### src/rtl/mdio_pkg.sv
`timescale 1ns/1ps
// Package: shared frame constants, the command type and the frame builder
// for the MDIO management master. Assumes clause-22 frames of 64 bits.
package mdio_pkg;
    localparam int          FRAME_W  = 64;
    localparam logic [5:0]  TA_IDX   = 6'd46;
    localparam logic [5:0]  DATA_IDX = 6'd48;
    localparam logic [5:0]  LAST_IDX = 6'd63;
    localparam logic        SEL_CTRL = 1'b0;
    localparam logic        SEL_DATA = 1'b1;

    typedef struct packed {
        logic       wr;
        logic [4:0] phy;
        logic [4:0] regn;
    } mdio_cmd_t;

    // Assemble the full serial frame, MSB sent first.
    function automatic logic [FRAME_W-1:0] build_frame(mdio_cmd_t c, logic [15:0] wd);
        logic [1:0]  op;
        logic [1:0]  ta;
        logic [15:0] dat;
        op  = c.wr ? 2'b01 : 2'b10;
        ta  = c.wr ? 2'b10 : 2'b11;
        dat = c.wr ? wd : 16'hFFFF;
        return {32'hFFFF_FFFF, 2'b01, op, c.phy, c.regn, ta, dat};
    endfunction
endpackage

### src/rtl/mdc_gen.sv
`timescale 1ns/1ps
// mdc_gen: divides the system clock into MDC while run is high.
// Gives one-cycle strobes on the cycle before each MDC edge, so that
// logic clocked by clk acts exactly on the edge. MDC is held low when idle.
module mdc_gen #(
    parameter int HALF_DIV = 4
) (
    input  logic clk,
    input  logic rst_n,
    input  logic run,
    output logic mdc,
    output logic rise_stb,
    output logic fall_stb
);
    localparam int CW = (HALF_DIV > 1) ? $clog2(HALF_DIV) : 1;
    localparam logic [CW-1:0] LAST = CW'(HALF_DIV - 1);

    logic [CW-1:0] cnt;
    logic          wrap;

    assign wrap     = run && (cnt == LAST);
    assign rise_stb = wrap && !mdc;
    assign fall_stb = wrap && mdc;

    // Count half periods and toggle MDC at each wrap.
    always_ff @(posedge clk) begin
        if (!rst_n || !run) begin
            cnt <= '0;
            mdc <= 1'b0;
        end else if (wrap) begin
            cnt <= '0;
            mdc <= ~mdc;
        end else begin
            cnt <= cnt + 1'b1;
        end
    end
endmodule

### src/rtl/mdio_shifter.sv
`timescale 1ns/1ps
// mdio_shifter: serialises one frame and, on reads, captures the reply.
// Assumes start is asserted only while not active. Bits advance on the
// MDC falling strobe; read data is shifted in on the rising strobe.
module mdio_shifter
    import mdio_pkg::*;
(
    input  logic        clk,
    input  logic        rst_n,
    input  logic        start,
    input  mdio_cmd_t   cmd,
    input  logic [15:0] wdata,
    input  logic        rise_stb,
    input  logic        fall_stb,
    input  logic        mdio_i,
    output logic        active,
    output logic        rd_mode,
    output logic [5:0]  bit_idx,
    output logic        rd_done,
    output logic [15:0] rd_value,
    output logic        mdio_o,
    output logic        mdio_oe
);
    logic [FRAME_W-1:0] shreg;

    assign mdio_o  = shreg[FRAME_W-1];
    assign mdio_oe = active && !(rd_mode && (bit_idx >= TA_IDX));

    // Frame sequencing: load, shift on falling strobe, capture on rising.
    always_ff @(posedge clk) begin
        if (!rst_n) begin
            shreg    <= '0;
            active   <= 1'b0;
            rd_mode  <= 1'b0;
            bit_idx  <= '0;
            rd_done  <= 1'b0;
            rd_value <= '0;
        end else begin
            rd_done <= 1'b0;
            if (start && !active) begin
                shreg   <= build_frame(cmd, wdata);
                active  <= 1'b1;
                rd_mode <= !cmd.wr;
                bit_idx <= '0;
            end else if (active) begin
                if (rise_stb && rd_mode && (bit_idx >= DATA_IDX)) begin
                    rd_value <= {rd_value[14:0], mdio_i};
                end
                if (fall_stb) begin
                    if (bit_idx == LAST_IDX) begin
                        active  <= 1'b0;
                        rd_done <= rd_mode;
                    end else begin
                        bit_idx <= bit_idx + 1'b1;
                        shreg   <= {shreg[FRAME_W-2:0], 1'b1};
                    end
                end
            end
        end
    end
endmodule

### src/rtl/mdio_regs.sv
`timescale 1ns/1ps
// mdio_regs: command and data registers seen by software.
// Assumes a read result (rd_done) and a software data write never coincide;
// if they do, the read result wins.
module mdio_regs
    import mdio_pkg::*;
(
    input  logic        clk,
    input  logic        rst_n,
    input  logic        bus_addr,
    input  logic        bus_wen,
    input  logic [15:0] bus_wdata,
    input  logic        busy,
    input  logic        rd_done,
    input  logic [15:0] rd_value,
    output logic        start,
    output mdio_cmd_t   cmd_in,
    output mdio_cmd_t   cmd_q,
    output logic [15:0] data_q,
    output logic [31:0] bus_rdata
);
    assign cmd_in = mdio_cmd_t'(bus_wdata[10:0]);
    assign start  = bus_wen && (bus_addr == SEL_CTRL) && !busy;

    // Latch the command fields only when a transaction launches.
    always_ff @(posedge clk) begin
        if (!rst_n)     cmd_q <= '0;
        else if (start) cmd_q <= cmd_in;
    end

    // Data register: read results first, then software writes.
    always_ff @(posedge clk) begin
        if (!rst_n)                                 data_q <= '0;
        else if (rd_done)                           data_q <= rd_value;
        else if (bus_wen && bus_addr == SEL_DATA)   data_q <= bus_wdata;
    end

    // Read mux for the two software-visible registers.
    always_comb begin
        if (bus_addr == SEL_CTRL) bus_rdata = {busy, 20'd0, cmd_q};
        else                      bus_rdata = {16'd0, data_q};
    end
endmodule

### src/rtl/mdio_master.sv
`timescale 1ns/1ps
// mdio_master: top of the MDIO management master. It joins the register
// file, the MDC divider and the frame shifter. Busy is the shifter's
// active flag. HALF_DIV is the number of system clocks per MDC half period.
module mdio_master
    import mdio_pkg::*;
#(
    parameter int HALF_DIV = 4
) (
    input  logic        clk,
    input  logic        rst_n,
    input  logic        bus_addr,
    input  logic        bus_wen,
    input  logic [15:0] bus_wdata,
    output logic [31:0] bus_rdata,
    output logic        mdc,
    output logic        mdio_o,
    output logic        mdio_oe,
    input  logic        mdio_i
);
    logic        busy;
    logic        start;
    logic        rise_stb;
    logic        fall_stb;
    logic        rd_mode;
    logic        rd_done;
    logic [5:0]  bit_idx;
    logic [15:0] rd_value;
    logic [15:0] data_q;
    mdio_cmd_t   cmd_in;
    mdio_cmd_t   cmd_q;

    mdio_regs u_regs (
        .clk(clk), .rst_n(rst_n), .bus_addr(bus_addr), .bus_wen(bus_wen),
        .bus_wdata(bus_wdata), .busy(busy), .rd_done(rd_done),
        .rd_value(rd_value), .start(start), .cmd_in(cmd_in), .cmd_q(cmd_q),
        .data_q(data_q), .bus_rdata(bus_rdata)
    );

    mdc_gen #(.HALF_DIV(HALF_DIV)) u_mdc (
        .clk(clk), .rst_n(rst_n), .run(busy), .mdc(mdc),
        .rise_stb(rise_stb), .fall_stb(fall_stb)
    );

    mdio_shifter u_shift (
        .clk(clk), .rst_n(rst_n), .start(start), .cmd(cmd_in),
        .wdata(data_q), .rise_stb(rise_stb), .fall_stb(fall_stb),
        .mdio_i(mdio_i), .active(busy), .rd_mode(rd_mode),
        .bit_idx(bit_idx), .rd_done(rd_done), .rd_value(rd_value),
        .mdio_o(mdio_o), .mdio_oe(mdio_oe)
    );
endmodule

### config.mk
export PLATFORM = sky130hd
export DESIGN_NAME = mdio_master
export DESIGN_NICKNAME = d
export VERILOG_FILES = /design/src/rtl/mdio_pkg.sv /design/src/rtl/mdc_gen.sv /design/src/rtl/mdio_shifter.sv /design/src/rtl/mdio_regs.sv /design/src/rtl/mdio_master.sv
export SDC_FILE = /design/constraint.sdc
export NUM_CORES = 1
export LEC_CHECK = 0
export CAP_MARGIN = 15
export CORE_MARGIN = 2
export CORE_UTILIZATION = 57
export CTS_CLUSTER_SIZE = 16
export DETAILED_ROUTE_END_ITERATION = 8
export PLACE_DENSITY = 0.85
export REMOVE_ABC_BUFFERS = 1
export SLEW_MARGIN = 15
export SYNTH_ARGS = -nofsm -noshare
export SYNTH_HDL_FRONTEND = slang
export SYNTH_HIERARCHICAL = 1
export SYNTH_SLANG_ARGS = --single-unit
### constraint.sdc
create_clock -name clk -period 2 [get_ports clk]
set_input_delay 0.4 -clock clk [delete_from_list [all_inputs] [get_ports clk]]
set_output_delay 0.4 -clock clk [all_outputs]
set_load 0.05 [all_outputs]
Yosys cells after proc, flatten, opt, wreduce, memory -nomap -nowiden
Index checks and enable logic that the tools add are counted.

Register bits after elaboration: 119. Output and inout port bits: 35.

Add/sub/neg operators: 2. Magnitude comparators: 2. Eq/ne operators: 3. Mux-type cells: 14. Bitwise gates (word level): 7. Reductions and logical operators: 26.

Operator list (number): 2-to-1 mux 64 bit (4); 2-to-1 mux 16 bit (3); 2-to-1 mux 32 bit (1); >= comparator 6 bit, second input constant (2); logical AND 1 bit (11); AND reduction 3 bit (3); inverter 1 bit (7); adder 6 x 1 -> 6 bit, second input constant (1); equality test 6 bit, second input constant (1); nonzero test 2 bit (3); logical NOT 1 bit (5); 2-to-1 mux 1 bit (5); OR reduction 5 bit (1); OR reduction 2 bit (2); adder 2 x 1 -> 2 bit, second input constant (1); equality test 2 bit, second input constant (1); 2-to-1 mux 2 bit (1); != test 2 x 1 -> 1 bit, second input constant (1); logical OR 1 bit (1).

Longest topological paths before layout
Depth in word-level cells: 6. Gate-level depth with buffers: 8.

By module
The synthesis kept the hierarchy.

Modules (own cells, without submodules): mdio_shifter (times used 1, cells each 422, area an instance 3907.5 µm²); mdio_regs (times used 1, cells each 185, area an instance 1690.4 µm²); mdc_gen (times used 1, cells each 12, area an instance 116.4 µm²).

Worst setup path after synthesis
OpenSTA, ideal clock, no wires.

Path type: reg-to-reg. Start point: register u_mdc.mdc. End point: register u_shift.shreg[23]. Library setup time: 0.122 ns. Arrival time: 1.752 ns. Required time: 1.878 ns. Path slack: 0.127 ns. Stages on the path, launching flop included: 6. Path buffers: 1. Clock period less this slack: 1.873 ns. Cell sequence: dfxtp_1 -> and3_2 -> and2_1 -> o21ai_2 -> buf_4 -> a221o_1.

Cells in the longest elaborated chain, start to end: 3.

Ends and longest elaborated chain: from (decl) (RTL line mdc_gen.sv:11) `output logic mdc,`; from (signal assigned) (RTL line mdc_gen.sv:32) `mdc <= ~mdc;`; logical AND 1 bit (RTL line mdc_gen.sv:23) `assign fall_stb = wrap && mdc;`; net fall_stb (RTL line mdio_master.sv:24) `logic fall_stb;`; nonzero test 2 bit (no source line); AND reduction 3 bit (no source line); to (signal assigned) (RTL line mdio_shifter.sv:41) `shreg <= build_frame(cmd, wdata);`; to (signal assigned) (RTL line mdio_shifter.sv:55) `shreg <= {shreg[FRAME_W-2:0], 1'b1};`; to (decl) (RTL line mdio_shifter.sv:24) `logic [FRAME_W-1:0] shreg;`.

The timed path passes the listed nets, and every way through them passes these cells. A chain may end at the register's enable or synchronous reset.

Worst setup path after layout
Start point: register u_shift.bit_idx[0]. End point: output mdio_oe.

Cells in the longest elaborated chain, start to end: 4.

Ends and longest elaborated chain: from (decl) (RTL line mdio_shifter.sv:18) `output logic [5:0] bit_idx,`; from (signal assigned) (RTL line mdio_shifter.sv:54) `bit_idx <= bit_idx + 1'b1;`; >= comparator 6 bit (RTL line mdio_shifter.sv:27) `assign mdio_oe = active && !(rd_mode && (bit_idx >= TA_IDX));`; logical AND 1 bit (RTL line mdio_shifter.sv:27); logical NOT 1 bit (RTL line mdio_shifter.sv:27); logical AND 1 bit (RTL line mdio_shifter.sv:27); to (decl) (RTL line mdio_master.sv:18) `output logic mdio_oe,`.

No other way between the ends.

==> summary.md <==
| Metric | Value |
|---|---|
| CP Data Required Time | `1600 ps` |
| Syn_area_per_cell | `approximately 9.2 µm²` |
| Root Driver | `clkbuf_8` |
| GRT Resource Usage Total | `0.264` |
| Post-synth EDFFs | `0` |
| Initial antenna violation count | `0` |
| Commonest non-fill, non-tap cells in the layout | `116 x dfxtp_1, 61 x nand2_1, 53 x o21ai_0` |
| Peak Freq | `467 MHz` |
| Num CTS Buffers | `17` |
| Leak pwr | `0.00271 µW` |
| Via-to-Cell Ratio | `6.06` |
| I/O pin count | `56` |
| Final wirelength | `14.3 mm` |
| Placer Congestion | `between 0.8 and 0.9` |
| Commonest non-fill, non-tap cell in the layout | `dfxtp_1` |
| Top cell type's share of synthesized area | `0.417` |
| Number of max-cap violations | `0` |
| Area contributors post-synth | `dfxtp_1 42%, mux2i_1 8.8%, o21ai_0 4.6%` |
| Dpl ws | `-288 ps` |
| Final hold violations | `0` |
| Die area | `10,800 µm²` |
| Fin crit period | `between 2000 and 2500 ps` |
| Post-Synthesis Cells | `619` |
| H-tree levels | `4` |
| Final hold slack | `316 ps` |
| Post-DR wirelength/cell | `~18 µm` |
| Vias in the first global route | `4,669` |
| DP Wirelength | `around 8.4 mm` |
| Status | `finished with violations` |
| Synth Warn # | `6` |
| Setup Skew | `a little under 9 ps` |
| Sw Pwr | `1490 µW` |
| Pint | `4550 µW` |
| Setup TNS after final layout | `-142 ps` |
| First-pass GRT wire length | `between 20 and 25 mm` |
| Clk pwr share | `0.470` |
| Latest clock arrival within the worst-skew pair | `between 500 and 600 ps` |
| Layout cells sized above 1 | `0.190` |
| IO Port Bufs | `40` |
| Initial core utilization | `0.585` |
| FF+latch count, synth | `119` |
| ANT cells | `0` |
| VDD IR max | `0.682 mV` |
| CTS tree | `built` |
| Layout Utilization | `0.702` |
| Final Worst Setup Slack | `-142 ps` |
| Reg clk slew, reported paths | `50 ps` |
| Combinational cell fraction of total power | `0.105` |
| Final period utilization | `1.07` |
| Top_reg_cell synth | `dfxtp_1` |
| Die width | `approximately 100 µm` |
| Pwr/cell area | `880 nW/µm²` |
| CP Launch Type | `register` |
| Setup crit end kind | `output port` |
| Clk sinks | `119` |
| CP Data Arrival Time | `1740 ps` |
| Area Growth Syn to Fin | `20.1%` |
| Sequential element share of the synthesized area | `0.417` |
| Largest area contributor in the netlist | `dfxtp_1` |
| CTS Hold Bufs | `0` |
| Grt total ovfl | `0` |
| 1st-iter DRT viols | `450` |
| Longest Clk Path Bufs | `2` |
| Nets | `668` |
| Vias | `4,790` |
| Die Ht | `104 µm` |
| ANT nets after route | `0` |
| Placement Cell Area | `a little over 6000 µm²` |
| Core area | `9770 µm²` |
| Cell row count | `36` |
| Slew Limit Fails | `0` |
| Largest net degree at the start of global routing | `75` |
| RSZ-0062 raised after global routing | `yes` |
| Fill cells | `694` |
| Post-Syn Area | `roughly 5700 µm²` |
| Initial DRT Pass Iterations | `5` |
| CP max FO | `2` |
| Post-synth ARST share | `0` |
| Sw Ratio | `0.246` |
| Number of distinct library cells after synthesis | `55` |
| Design area | `6870 µm²` |
| Worst setup path category | `reg -> out` |
| Hold Path Class | `in -> reg` |
| Setup Viol. Count Final | `1` |
| Failing checks | `setup timing` |
| DRC | `0` |
| Sequential share of power | `0.425` |
[worst paths after layout]
| path | start | endpoint | slack [ps] | depth (start not counted) |
|---|---|---|---|---|
| hold reg to reg | u_mdc/cnt[0]$_SDFF_PP0_ | u_mdc/cnt[0]$_SDFF_PP0_ | 440 | 1 |
| setup / recovery | u_shift/bit_idx[0]$_SDFFE_PP0P_ | mdio_oe | -140 | 6 |
| hold / removal | rst_n | u_regs/data_q[12]$_SDFFE_PN0P_ | 320 | 2 |
| setup reg to reg | u_mdc/cnt[0]$_SDFF_PP0_ | u_shift/shreg[40]$_SDFFE_PN0P_ | 150 | 6 |
[power groups by stage]
stage | Sequential [µW] | Clock, µW | Combinational [µW]
floorplan | 2600 | 0 | 351
global placement | 2600 | 0 | 601
detailed placement | 2610 | 0 | 621
CTS | 2560 | 2870 | 626
global route | 2570 | 2990 | 677
finish | 2560 | 2840 | 633
[cell families after synthesis]
group,synth area share
XOR/XNOR,0.00153
multiplexers,0.109
other,0.000656
adder cells (fa/ha/maj),0.00657
AO/OA/AOI/OAI,0.213
flip-flops,0.417
buffers and inverters,0.0913
AND/OR/NAND/NOR,0.161
[sequential cells by signal (all words and copies together), names as in the netlist]
register / flops
u_mdc/cnt: 2
u_mdc/mdc: 1
u_regs/cmd_q: 11
u_regs/data_q: 16
u_shift/active: 1
u_shift/bit_idx: 6
u_shift/rd_done: 1
u_shift/rd_mode: 1
u_shift/rd_value: 16
u_shift/shreg: 64
[cell type report]
cell class / count / area [µm²] / share of cell area
clock buffer: 24 / 490 / 0.0714
clock inverter: 8 / 70.1 / 0.0102
inverter: 6 / 22.5 / 0.00328
multi-input combinational: 423 / 2910 / 0.423
sequential: 119 / 2390 / 0.348
tap: 133 / 166 / 0.0242
timing repair buffer: 77 / 823 / 0.120
[layer usage]
layer / vias up / track usage / share of wire
met5: - / 0 / 0
met1: 2328 / 0.333 / 0.44
met2: 170 / 0.438 / 0.50
li1: 2270 / - / -
met4: 0 / 0.0888 / 0.013
met3: 22 / 0.0708 / 0.057
[what timing repair did]
item,in CTS,in global routing
setup buffers,2,0
gates cloned,0,1
pin swaps,2,1
gates resized for setup,10,5
setup endpoints to repair,19,28
[worst max-delay path, stage by stage (launching register included)]
cell and delay (ps):
dfxtp_2 330, inv_2 50, ha_4 150, or2_4 230, a31oi_4 130, o21a_1 180, buf_12 150
[synthesized netlist by cell type, types with 2 or more instances]
cell,number
and4_1,2
mux2_2,11
inv_1,6
a311o_1,2
nand2b_1,17
and2_1,6
ha_1,3
buf_2,17
a21boi_0,9
clkbuf_1,29
nor2b_1,2
o221a_2,14
nand2_1,61
buf_6,4
o311a_1,16
o21ai_0,53
a31oi_1,4
nand3_1,24
o21a_1,16
buf_4,34
mux2i_1,50
a21boi_1,8
nor2_1,4
dfxtp_1,119
a21oi_1,31
nor3b_1,2
and3_1,25
nor3_1,3
a221o_1,8
nand4_1,14
[metrics by stage]
stage | power [µW] | instances
after global placement | 3200 | 755
after detailed placement | 3230 | 755
final | 6040 | 790
after global routing | 6240 | 790
after CTS | 6060 | 789
after floorplan | 2950 | 548
Note: power is estimated with default switching activity, not from simulation.
